File: src/rtl/issq_pkg.sv
package issq_pkg;

    localparam int NUM_PORTS = 6;
    localparam int CLS_W     = 4;

    typedef enum logic [CLS_W-1:0] {
        CLS_ALU   = 4'd0,
        CLS_VINT  = 4'd1,
        CLS_MUL64 = 4'd2,
        CLS_SHROT = 4'd3,
        CLS_FMUL  = 4'd4,
        CLS_FADD  = 4'd5,
        CLS_BR    = 4'd6,
        CLS_LD    = 4'd7,
        CLS_STA   = 4'd8,
        CLS_STD   = 4'd9
    } uop_class_e;

    typedef logic [NUM_PORTS-1:0] port_mask_t;

    // Ports a class may run on; bit n set = port n allowed.
    function automatic port_mask_t class_ports(input logic [CLS_W-1:0] c);
        port_mask_t m;
        case (uop_class_e'(c))
            CLS_ALU, CLS_VINT:  m = 6'b100011;
            CLS_MUL64, CLS_FMUL: m = 6'b000001;
            CLS_SHROT, CLS_FADD: m = 6'b000010;
            CLS_BR:             m = 6'b100000;
            CLS_LD:             m = 6'b000100;
            CLS_STA:            m = 6'b001000;
            CLS_STD:            m = 6'b010000;
            default:            m = '0;
        endcase
        return m;
    endfunction

    // Selection order: arithmetic ports first (0,1,5), then memory ports.
    function automatic int pick_port(input int k);
        case (k)
            0:       return 0;
            1:       return 1;
            2:       return 5;
            3:       return 2;
            4:       return 3;
            default: return 4;
        endcase
    endfunction

endpackage

File: src/rtl/issq_free_slot.sv
module issq_free_slot #(
    parameter int ENTRIES = 8
) (
    input  logic [ENTRIES-1:0]         occupied,
    output logic [$clog2(ENTRIES)-1:0] slot,
    output logic                       any_free
);
    localparam int IDX_W = $clog2(ENTRIES);

    // Lowest-numbered empty slot wins.
    always_comb begin
        slot     = '0;
        any_free = 1'b0;
        for (int i = ENTRIES - 1; i >= 0; i--) begin
            if (!occupied[i]) begin
                slot     = IDX_W'(i);
                any_free = 1'b1;
            end
        end
    end
endmodule

File: src/rtl/issq_age_matrix.sv
module issq_age_matrix #(
    parameter int ENTRIES = 8
) (
    input  logic                              clk,
    input  logic                              rst,
    input  logic                              alloc_fire,
    input  logic [$clog2(ENTRIES)-1:0]        alloc_slot,
    output logic [ENTRIES-1:0][ENTRIES-1:0]   older
);
    // older[j][i] = 1 means slot j was allocated before slot i.
    logic [ENTRIES-1:0][ENTRIES-1:0] older_q;

    always_ff @(posedge clk) begin
        if (rst) begin
            older_q <= '0;
        end else if (alloc_fire) begin
            for (int j = 0; j < ENTRIES; j++) begin
                older_q[alloc_slot][j] <= 1'b0;
                older_q[j][alloc_slot] <= (j != int'(alloc_slot));
            end
        end
    end

    assign older = older_q;

    // Two slots never claim to be older than each other.
    for (genvar i = 0; i < ENTRIES; i++) begin : g_ai
        for (genvar j = i + 1; j < ENTRIES; j++) begin : g_aj
            assert_age_antisym_R7: assert property (@(posedge clk) disable iff (rst)
                !(older_q[i][j] && older_q[j][i]))
                else $error("age matrix claims mutual seniority");
        end
    end
endmodule

File: src/rtl/issq_oldest_pick.sv
module issq_oldest_pick #(
    parameter int ENTRIES = 8
) (
    input  logic                            clk,
    input  logic                            rst,
    input  logic [ENTRIES-1:0]              cand,
    input  logic [ENTRIES-1:0][ENTRIES-1:0] older,
    output logic [ENTRIES-1:0]              gnt
);
    for (genvar i = 0; i < ENTRIES; i++) begin : g_col
        logic [ENTRIES-1:0] senior;
        for (genvar j = 0; j < ENTRIES; j++) begin : g_row
            assign senior[j] = older[j][i];
        end
        assign gnt[i] = cand[i] & ~|(cand & senior);
    end

    assert_pick_onehot_R7: assert property (@(posedge clk) disable iff (rst)
        $onehot0(gnt))
        else $error("picker granted more than one entry");

    assert_pick_live_R7: assert property (@(posedge clk) disable iff (rst)
        (|cand) |-> (|gnt))
        else $error("picker found no oldest candidate");
endmodule

File: src/rtl/uop_issue_sched.sv
module uop_issue_sched
    import issq_pkg::*;
#(
    parameter int ENTRIES   = 8,
    parameter int PAYLOAD_W = 16
) (
    input  logic                                 clk,
    input  logic                                 rst,
    input  logic                                 alloc_valid,
    input  logic [CLS_W-1:0]                     alloc_class,
    input  logic [PAYLOAD_W-1:0]                 alloc_payload,
    output logic                                 alloc_ready,
    output logic [$clog2(ENTRIES)-1:0]           alloc_slot,
    input  logic [ENTRIES-1:0]                   entry_ready,
    input  logic [NUM_PORTS-1:0]                 iss_stall,
    output logic [NUM_PORTS-1:0]                 iss_valid,
    output logic [NUM_PORTS-1:0][PAYLOAD_W-1:0]  iss_payload
);
    localparam int IDX_W = $clog2(ENTRIES);

    logic [ENTRIES-1:0]                     valid_q;
    logic [CLS_W-1:0]                       cls_q [ENTRIES];
    logic [PAYLOAD_W-1:0]                   pay_q [ENTRIES];
    logic [ENTRIES-1:0][ENTRIES-1:0]        older;
    logic [NUM_PORTS-1:0][ENTRIES-1:0]      elig;
    logic [NUM_PORTS-1:0][ENTRIES-1:0]      gnt_eff;
    logic [ENTRIES-1:0]                     taken [NUM_PORTS+1];
    logic [ENTRIES-1:0]                     issued_mask;
    logic [NUM_PORTS-1:0][CLS_W-1:0]        iss_cls;
    logic [NUM_PORTS-1:0]                   route_ok;
    logic [ENTRIES-1:0][NUM_PORTS-1:0]      ent_ports;
    logic                                   alloc_fire;

    // Slot allocation
    issq_free_slot #(.ENTRIES(ENTRIES)) u_free (
        .occupied (valid_q),
        .slot     (alloc_slot),
        .any_free (alloc_ready)
    );

    assign alloc_fire = alloc_valid & alloc_ready;

    issq_age_matrix #(.ENTRIES(ENTRIES)) u_age (
        .clk        (clk),
        .rst        (rst),
        .alloc_fire (alloc_fire),
        .alloc_slot (alloc_slot),
        .older      (older)
    );

    // Per-port eligibility
    always_comb begin
        port_mask_t m;
        for (int i = 0; i < ENTRIES; i++) begin
            m = class_ports(cls_q[i]);
            for (int p = 0; p < NUM_PORTS; p++) begin
                elig[p][i] = valid_q[i] & entry_ready[i] & m[p];
            end
        end
    end

    // Port selection chain in fixed order
    assign taken[0] = '0;

    for (genvar k = 0; k < NUM_PORTS; k++) begin : g_port
        localparam int P = pick_port(k);
        logic [ENTRIES-1:0] cand;
        logic [ENTRIES-1:0] pick;

        assign cand = elig[P] & ~taken[k];

        issq_oldest_pick #(.ENTRIES(ENTRIES)) u_pick (
            .clk   (clk),
            .rst   (rst),
            .cand  (cand),
            .older (older),
            .gnt   (pick)
        );

        assign gnt_eff[P]   = iss_stall[P] ? '0 : pick;
        assign taken[k+1]   = taken[k] | gnt_eff[P];
    end

    assign issued_mask = taken[NUM_PORTS];

    // Output muxes
    always_comb begin
        for (int p = 0; p < NUM_PORTS; p++) begin
            iss_valid[p]   = |gnt_eff[p];
            iss_payload[p] = '0;
            iss_cls[p]     = '0;
            for (int i = 0; i < ENTRIES; i++) begin
                if (gnt_eff[p][i]) begin
                    iss_payload[p] = iss_payload[p] | pay_q[i];
                    iss_cls[p]     = iss_cls[p] | cls_q[i];
                end
            end
        end
    end

    // Station state
    always_ff @(posedge clk) begin
        if (rst) begin
            valid_q <= '0;
        end else begin
            for (int i = 0; i < ENTRIES; i++) begin
                if (alloc_fire && alloc_slot == IDX_W'(i)) begin
                    valid_q[i] <= 1'b1;
                end else if (issued_mask[i]) begin
                    valid_q[i] <= 1'b0;
                end
            end
        end
    end

    always_ff @(posedge clk) begin
        if (alloc_fire) begin
            cls_q[alloc_slot] <= alloc_class;
            pay_q[alloc_slot] <= alloc_payload;
        end
    end

    // Checks
    always_comb begin
        port_mask_t m;
        for (int p = 0; p < NUM_PORTS; p++) begin
            m = class_ports(iss_cls[p]);
            route_ok[p] = m[p];
        end
        for (int i = 0; i < ENTRIES; i++) begin
            for (int p = 0; p < NUM_PORTS; p++) begin
                ent_ports[i][p] = gnt_eff[p][i];
            end
        end
    end

    for (genvar p = 0; p < NUM_PORTS; p++) begin : g_pchk
        // Class routing, covers R3 R4 R5 R6
        assert_class_route_R3: assert property (@(posedge clk) disable iff (rst)
            iss_valid[p] |-> route_ok[p])
            else $error("class issued on a port it may not use");

        assert_stall_quiet_R9: assert property (@(posedge clk) disable iff (rst)
            iss_stall[p] |-> !iss_valid[p])
            else $error("stalled port issued");

        assert_issued_ready_R10: assert property (@(posedge clk) disable iff (rst)
            iss_valid[p] |-> (|(gnt_eff[p] & entry_ready & valid_q)))
            else $error("issued entry not ready or not present");
    end

    for (genvar i = 0; i < ENTRIES; i++) begin : g_echk
        assert_single_port_R2: assert property (@(posedge clk) disable iff (rst)
            $onehot0(ent_ports[i]))
            else $error("entry issued on two ports");

        assert_release_R11: assert property (@(posedge clk) disable iff (rst)
            (issued_mask[i] && !(alloc_fire && alloc_slot == IDX_W'(i))) |=> !valid_q[i])
            else $error("issued entry still held");
    end

    assert_slot_free_R1: assert property (@(posedge clk) disable iff (rst)
        alloc_fire |-> !valid_q[alloc_slot])
        else $error("allocation into an occupied slot");

    assert_full_refuse_R1: assert property (@(posedge clk) disable iff (rst)
        (&valid_q) |-> !alloc_ready)
        else $error("allocation offered while full");
endmodule

File: config.mk
export PLATFORM = sky130hd
export DESIGN_NAME = uop_issue_sched
export DESIGN_NICKNAME = d
export VERILOG_FILES = /design/src/rtl/issq_pkg.sv /design/src/rtl/issq_free_slot.sv /design/src/rtl/issq_age_matrix.sv /design/src/rtl/issq_oldest_pick.sv /design/src/rtl/uop_issue_sched.sv
export SDC_FILE = /design/constraint.sdc
export NUM_CORES = 1
export LEC_CHECK = 0
export BUFFER_PORTS_ARGS = -buffer_cell sky130_fd_sc_hd__buf_4
export CAP_MARGIN = 10
export CELL_PAD_IN_SITES_DETAIL_PLACEMENT = 0
export CELL_PAD_IN_SITES_GLOBAL_PLACEMENT = 2
export CORE_MARGIN = 4
export CORE_UTILIZATION = 38
export CTS_CLUSTER_DIAMETER = 60
export DETAILED_ROUTE_END_ITERATION = 8
export GPL_ROUTABILITY_DRIVEN = 0
export PLACE_DENSITY_LB_ADDON = 0.1
export REMOVE_ABC_BUFFERS = 1
export SLEW_MARGIN = 40
export SYNTH_ARGS = -nofsm -noshare
export SYNTH_HDL_FRONTEND = slang
export SYNTH_SLANG_ARGS = --single-unit
File: constraint.sdc
create_clock -name clk -period 6.6 [get_ports clk]
set_input_delay 1.32 -clock clk [delete_from_list [all_inputs] [get_ports clk]]
set_output_delay 1.32 -clock clk [all_outputs]
set_load 0.01 [all_outputs]
Word level (Yosys, flattened, before mapping)
Memory sizes are Yosys's and may differ from the RTL's.
Cells that the tools add are included.
Word-level totals
  memories: 10
  output and inout bits: 106
  input bits: 37
  logic and storage cells: 503
  memory bits (read-only): 768
  bits in writable memories: 160
  bits in registers: 72
Memory list
  pay_q: words 8, bits a word 16, read ports 8, clocked after memory_dff 0, write ports 1, RTL line uop_issue_sched.sv:23  | logic [PAYLOAD_W-1:0] pay_q [ENTRIES];
  (no name shown): words 16, bits a word 6, read ports 1, clocked after memory_dff 0, write ports 0, RTL line issq_pkg.sv:24  | case (uop_class_e'(c))
  (no name shown): words 16, bits a word 6, read ports 1, clocked after memory_dff 0, write ports 0, RTL line issq_pkg.sv:24
  (no name shown): words 16, bits a word 6, read ports 1, clocked after memory_dff 0, write ports 0, RTL line issq_pkg.sv:24
  (no name shown): words 16, bits a word 6, read ports 1, clocked after memory_dff 0, write ports 0, RTL line issq_pkg.sv:24
  (no name shown): words 16, bits a word 6, read ports 1, clocked after memory_dff 0, write ports 0, RTL line issq_pkg.sv:24
  4 more memories
Operators by class
  reductions and logical operators: 121
  eq/ne operators: 14
  magnitude comparators: 2
  mux-type cells: 114
  bitwise gates (word level): 226
Operator list (count)
  $mux W16: 48
  $or A16 B16 Y16: 42
  $and A64 B64 Y64: 8
  $not A64 Y64: 8
  $reduce_or A8 Y1: 54
  $and A8 B8 Y8: 53
  $demux W8 S3: 8
  $and A1 B1 Y1: 105
  $bwmux W8: 8
  $mux W8: 7
  $logic_not A1 Y1: 48
  $not A8 Y8: 5
  $or A8 B8 Y8: 5
  $mux W1: 28
  $mux W3: 9
  $reduce_bool A2 Y1: 8
  $eq A3 B3 Y1 const B: 4
  $ne A3 B3 Y1 const A: 4
  $logic_and A1 B1 Y1: 9
  $mux W7: 1
  $eq A3 B2 Y1 const B: 2
  $mux W6: 1
  $ne A2 B3 Y1 const A: 2
  $mux W5: 1
  other kinds (9): 9

Logic depth before layout (Yosys ltp)
Gate-level depths: netlist (run 1).
An unclocked memory read counts as a cell.
  depth after elaboration: 62
  gate-level depth with buffers: 17
  mapped depth without buffers: 12

Cells and area by module
From an unflattened synthesis (run 1), not the netlist that was laid out.
Unflattened totals
  cells, all modules: 1657
  area, all modules: 15569.9 um^2
By module, submodules not included
  uop_issue_sched: cells each 1006, area an instance 10649.0 um^2, instances 1
  issq_oldest_pick: cells each 64, area an instance 424.2 um^2, instances 6
  issq_age_matrix: cells each 253, area an instance 2298.5 um^2, instances 1
  issq_free_slot: cells each 14, area an instance 77.6 um^2, instances 1

Worst setup path before layout (run 1)
OpenSTA, ideal clock, no wires.
  kind: input -> output
  start point: input port entry_ready[5]
  end point: output port iss_payload[80] (netlist bit)
  path slack: 0.798 ns
  buffers on the path: 4
  data required time: 5.280 ns
  data arrival time: 4.482 ns
  stages: 15
  cells stage by stage: buf_2 and3b_1 nand2_1 o221a_2 and2_1 clkbuf_1 o32a_1 and3_1 or3_1 buf_2 a311o_1 nor4_4 buf_6 a22oi_1 nand4_1
RTL lines
  start: declaration: RTL line uop_issue_sched.sv:14  | input logic [ENTRIES-1:0] entry_ready,
  end: declaration: RTL line uop_issue_sched.sv:17  | output logic [NUM_PORTS-1:0][PAYLOAD_W-1:0] iss_payload

==> results of run 1 <==
critical path, cell delays in order:
cell,delay [ns]
buf_4,0.15
nand3b_1,0.18
or4_1,0.48
nor3_2,0.34
a211oi_1,0.14
a2111oi_0,0.72
and3_1,0.27
buf_4,0.36
nor4_1,0.11
nor4_1,0.20
o2111a_1,0.28
buf_12,0.19
a22oi_1,0.10
nand4_1,0.14
buf_4,0.15
layout by cell type (no fill, tap or decap), types with 29 or more instances in the layout:
cell	instances
edfxtp_1	160
o22ai_1	42
nand4b_1	48
clkbuf_16	29
o21a_1	31
buf_4	229
a221oi_1	34
a22oi_1	412
nand2_1	64
nor2_1	106
nand3_1	49
nand4_1	95
dfxtp_1	72
sequential cells by signal, indices dropped and copies added (netlist names), named ones only:
register	count
cls_q	32
valid_q	8
u_age.older	56
pay_q	128
power by group through the flow:
stage	Combinational, uW	Sequential, uW	Clock [uW]
floorplan	66.8	1650	0
global placement	170	1680	0
detailed placement	171	1680	0
CTS	172	1650	1670
global route	186	1650	1730
finish	178	1650	1660
how the worst min path moves through the flow:
stage | start | end
4_1_cts | u_age.older[51] | u_age.older[51]
3_5_place_dp | u_age.older[51] | u_age.older[51]
6_report | u_age.older[51] | u_age.older[51]
2_1_floorplan | u_age.older[60] | u_age.older[60]
5_1_grt | u_age.older[51] | u_age.older[51]
3_3_place_gp | u_age.older[51] | u_age.older[51]
cell type report:
class	instances	area share, %
Multi-Input combinational cell	1186	45.1
Sequential cell	232	34.7
Timing Repair Buffer	237	10.4
Clock buffer	34	4.14
Tap cell	518	3.60
Clock inverter	16	1.32
Inverter	33	0.701
Antenna cell	1	0.0139
through the flow:
step / setup WS, ns / util [%] / hold WS [ns] / TNS (ns) / area, um2
after floorplan: -0.468 / - / 0.468 / -7.39 / 14500
after global placement: 0.334 / 43.9 / 0.524 / 0 / 17000
after detailed placement: 0.323 / 44.0 / 0.541 / 0 / 17000
after CTS: 0.317 / 46.5 / 0.549 / 0 / 18000
after global routing: 0.00631 / 46.5 / 0.596 / 0 / 18000
final: 0.122 / 46.5 / 0.559 / 0 / 18000
per-layer routing:
layer	vias up	track usage, %
met3	467	13.3
met2	1937	54.5
li1	6889	-
met5	-	0.595
met1	8466	53.0
met4	0	21.5
Yosys cell counts (13+ instances only):
cell type  count
nand4b_1      48
nand2_1       64
a221oi_1      34
buf_1         15
clkbuf_1      85
nor2_1       111
nor3_1        25
nand3_1       49
a22oi_1      412
o21a_1        31
nand4_1       95
o22ai_1       42
or4_1         18
and2_1        13
a21oi_1       28
inv_1         30
edfxtp_1     160
and3_1        33
or3_1         14
nor4_1        25
dfxtp_1       72
cells by family after synthesis:
group / Yosys count
DFF: 232
adders and majority gates: 15
and+or+nand+nor: 542
AOI/OAI and AO/OA: 629
buffers and inverters: 150
==> flow_summary.ini, run 1 <==
[drt]
first_pass_iters = 8
met3_length_mm = 13.7
vias = 17759
viasPerCell = 7.87
wl_met2_mm = 34.8
wl_per_cell_um = 38.6
top_layer = met4
drt.antenna.violating_nets = 0
drt-initial-drc-count = 4007
drc = 0
m1WireLength_mm = 32.6
routed_wirelength_mm = 87.1

[cts]
cts_tree = done
clk_pin_slew_worst_paths_ns = 0.06
clockBufferDepth = 3
cts-buffers-inserted = 27
htreeDepth = 1
cts_sinks = 232
cts-root-buf = clkbuf_16
cts_resized = 0
clk_latency_ns = 0.58
cts_setup_buffers = 0
hold_buffers = 0

[synth]
yosysTopAreaCell = edfxtp_1
ys_types = 71
yosysWarnings = 0
synth_edf_count = 160
synth_ff_type = edfxtp_1
synthMuxAreaShare_pct = 0
syn-cell-area_um2 = 14900
synth_top_family_by_area = compound AO/OA/AOI/OAI gates
synthAdderAreaFrac_pct = 1.06
synth.area.top_cells = edfxtp_1, a22oi_1, dfxtp_1
synth_seq_cells = 232
yosysTopAreaCellShare_pct = 32.2
async_flop_share_pct = 0
ys_seq_area_share_pct = 41.8
synth-compound-area-share_pct = 31.5
synthCells = 1568
synth_simple_gate_area_share_pct = 21.5
synth_xor_area_share_pct = 0
syn_area_per_cell_um2 = 9.53

[power_and_ir_drop]
p_int_uw = 2650
totalPowerFinal_uw = 3490
switchingPower_uw = 838
power_density_nw_per_um2 = 194
p_clk_share_pct = 47.5
switching_share_pct = 24.0
ir_drop_v = 0.000208
power_frac_seq_pct = 47.4
leakage_uw = 0.00608
p_comb_share_pct = 5.1

[timing]
slew_violations = 0
min_period_ns = 6.48
setup_viol = 0
slew_headroom_pct = 40.0
fin_crit_sh_pct = 98.2
fmax_ghz = 0.154
fin_skew_ns = 0.00811
worst_slew_pin_slew_ns = 0.894
hold_violations = 0
grt_setup_unrepaired = false

[layout]
nFillCells = 3761
synthToLayoutAreaGrowth_pct = 20.6
layout-drive-gt1-share_pct = 19.2
multi_input_area_um2 = 8130
instances_no_fill = 2257
fin_nets = 1754
seq_area_um2 = 6250

[die]
start_util_pct = 38.6
rows = 72
core_um2 = 38700
die_area_um2 = 42600
fp.dieW_um = 206
io_pins = 143
die_h_um = 206

[place]
portBuffers = 142
dp_hpwl_mm = 57.7
placed_cells = 2206

[setup_path]
start_kind = input pin
required_ns = 5.28
startpoint = entry_ready[5]
crit_fanout = 19
critPathCaptureType = output port
reg2reg_from = cls_q[5][0]
worstPathArrival_ns = 5.16
endpoint = iss_payload[91]
r2r_end = valid_q[2]
r2r_slack_ns = 2.19
reg2reg_depth = 12
critPathKind = input pin to output port

[worst_hold_path]
hold_path_class = register to register
hold_depth = 2

[global_routing]
grt_max_degree = 47
antenna_found_initial = 0
gr-total-overflow = 0
grt_pass1_wl_mm = 121
grt_pass1_vias = 16842
grt_use_total_pct = 39.1

[flow_run]
max_cap_violations = 0

[run_status]
status = completed
No activity file was read; power rests on OpenSTA's default activity.
==> run 2: changes to the inputs <==
--- a/config.mk
+++ b/config.mk
@@ -9,7 +9,7 @@
 export CAP_MARGIN = 10
 export CELL_PAD_IN_SITES_DETAIL_PLACEMENT = 0
 export CELL_PAD_IN_SITES_GLOBAL_PLACEMENT = 2
-export CORE_MARGIN = 4
+export CORE_MARGIN = 2
 export CORE_UTILIZATION = 38
 export CTS_CLUSTER_DIAMETER = 60
 export DETAILED_ROUTE_END_ITERATION = 8
==> run 2 against run 1 <==
The flow now finishes with violations (DRC). Global-route usage up 1.3 points. Die area decreased by 3.8%. Count of clock-buffer cells in the layout rose by 1. Cell area increased by 0.22%. Via count decreased by 1.2%. Non-clock buffer count unchanged. Critical path type is now register to output port. Wire length down 2.1%. Sequential power about the same. Largest power group unchanged.
==> flow_summary.ini, run 2 (synthesis results as in run 1) <==
[global_routing]
antenna_found_initial = 2
grt_pass1_vias = 16766
gr-total-overflow = 0
grt_pass1_wl_mm = 121
grt_use_total_pct = 40.4
grt_max_degree = 47

[cts]
clk_latency_ns = 0.61
hold_buffers = 0
cts_sinks = 232
cts-root-buf = clkbuf_16
cts-buffers-inserted = 31
clk_pin_slew_worst_paths_ns = 0.06
clockBufferDepth = 3
cts_setup_buffers = 0
cts_tree = done
htreeDepth = 1

[die]
fp.dieW_um = 202
start_util_pct = 38.6
die_area_um2 = 40900
io_pins = 143
rows = 72
core_um2 = 38700
die_h_um = 202

[drt]
vias = 17547
drt.antenna.violating_nets = 0
viasPerCell = 7.75
drt-initial-drc-count = 3247
drc = 2
first_pass_iters = 9
wl_per_cell_um = 37.7
routed_wirelength_mm = 85.3

[layout]
top_register = pay_q
diodes = 0
synthToLayoutAreaGrowth_pct = 20.8
mostFrequentLayoutCells = a22oi_1, buf_4, edfxtp_1, nor2_1, nand4_1
instances_no_fill = 2264
final_util_pct = 46.6
fin_nets = 1758
layout-drive-gt1-share_pct = 19.6
final_common_cell = a22oi_1
largest_reg_flops = 128
fin_area_um2 = 18100

[flow_run]
max_cap_violations = 0

[setup_path]
crit_fanout = 18
required_ns = 5.28
critPathKind = register to output port
worstPathArrival_ns = 5.14
critPathCaptureType = output port
cp_slowest_stage_delay_ns = 0.60
crit_chain = maj3_2 -> or4_1 -> or3_1 -> o21ai_1 -> o22ai_1 -> or4_4 -> nand3_2 -> o22ai_1 -> nor4b_4 -> buf_12 -> a22oi_1 -> nand4_1 -> buf_4
cp_slowest_cell = or4_4
start_kind = register
path_common_cell = o22ai_1

[timing]
slew_violations = 0
min_period_ns = 6.46
grt_setup_unrepaired = false
slew_headroom_pct = 34.8
fin_skew_ns = 0.0113
worst_slew_pin_slew_ns = 0.978
fmax_ghz = 0.155
fin_crit_sh_pct = 97.9
hold_violations = 0
hold_slack_ns = 0.583
setup_viol = 0
fin_setup_tns_ns = 0

[power_and_ir_drop]
p_clk_share_pct = 47.7
p_comb_share_pct = 5.0
power_frac_seq_pct = 47.2
power_density_nw_per_um2 = 194
ir_drop_v = 0.000205
leakage_uw = 0.00610
switchingPower_uw = 899
p_int_uw = 2590
switching_share_pct = 25.7

[place]
placed_cells = 2206
portBuffers = 142
placed_area_um2 = 17000
dp_hpwl_mm = 56.7

[worst_hold_path]
hold_path_class = register to register

[run_status]
violations = DRC
status = finished, violations left
run 2: per-stage QoR:
stage,power [uW],setup WS [ns]
after global routing,3560,0.0359
after detailed placement,1840,0.217
final,3490,0.137
after CTS,3500,0.215
after floorplan,1720,-0.468
after global placement,1840,0.213
run 2: final timing paths:
kind / from / end / slack (ns) / cells past startpoint
setup / recovery: cls_q[5][0] / iss_payload[85] / 0.14 / 13
hold / removal: u_age.older[51] / u_age.older[51] / 0.58 / 2
setup reg to reg: cls_q[5][0] / valid_q[2] / 2.17 / 12
hold reg to reg: u_age.older[51] / u_age.older[51] / 0.58 / 2
run 2: layer usage:
layer | vias up | track usage (%) | part of all wire, %
met3 | 420 | 12.7 | 15
met5 | - | 1.19 | 0.054
met4 | 4 | 21.5 | 6.4
met1 | 8409 | 54.5 | 38
li1 | 6893 | - | -
met2 | 1821 | 57.6 | 41
run 2: worst max-delay path, delay by kind of cell, from the launching register on:
kind	cells	cell delay, ns
AND/OR/NAND/NOR	6	2.20
flip-flops	1	0.53
adder cells (fa/ha/maj)	1	0.50
AO/OA/AOI/OAI	4	0.89
buffers and inverters	2	0.39
run 2: timing repair:
action                                  CTS  global route
gates resized for setup                   0             3
endpoints found under the setup margin    0            16
endpoints found under the hold margin     0             0
run 2: power by group through the flow:
stage          registers, uW  clock network (uW)  logic, uW
3_3_place_gp            1680                   0        168
4_1_cts                 1640                1680        170
6_report                1650                1670        175
3_5_place_dp            1680                   0        170
5_1_grt                 1650                1730        183
2_1_floorplan           1650                   0       66.8
run 2: area by class of cell:
class                      instances  area [um2]
tap                              518         648
timing repair buffer             237        1870
fill                            3743       20700
inverter                          33         126
clock buffer                      35         822
sequential                       232        6250
clock inverter                    23         198
multi-input combinational       1186        8150
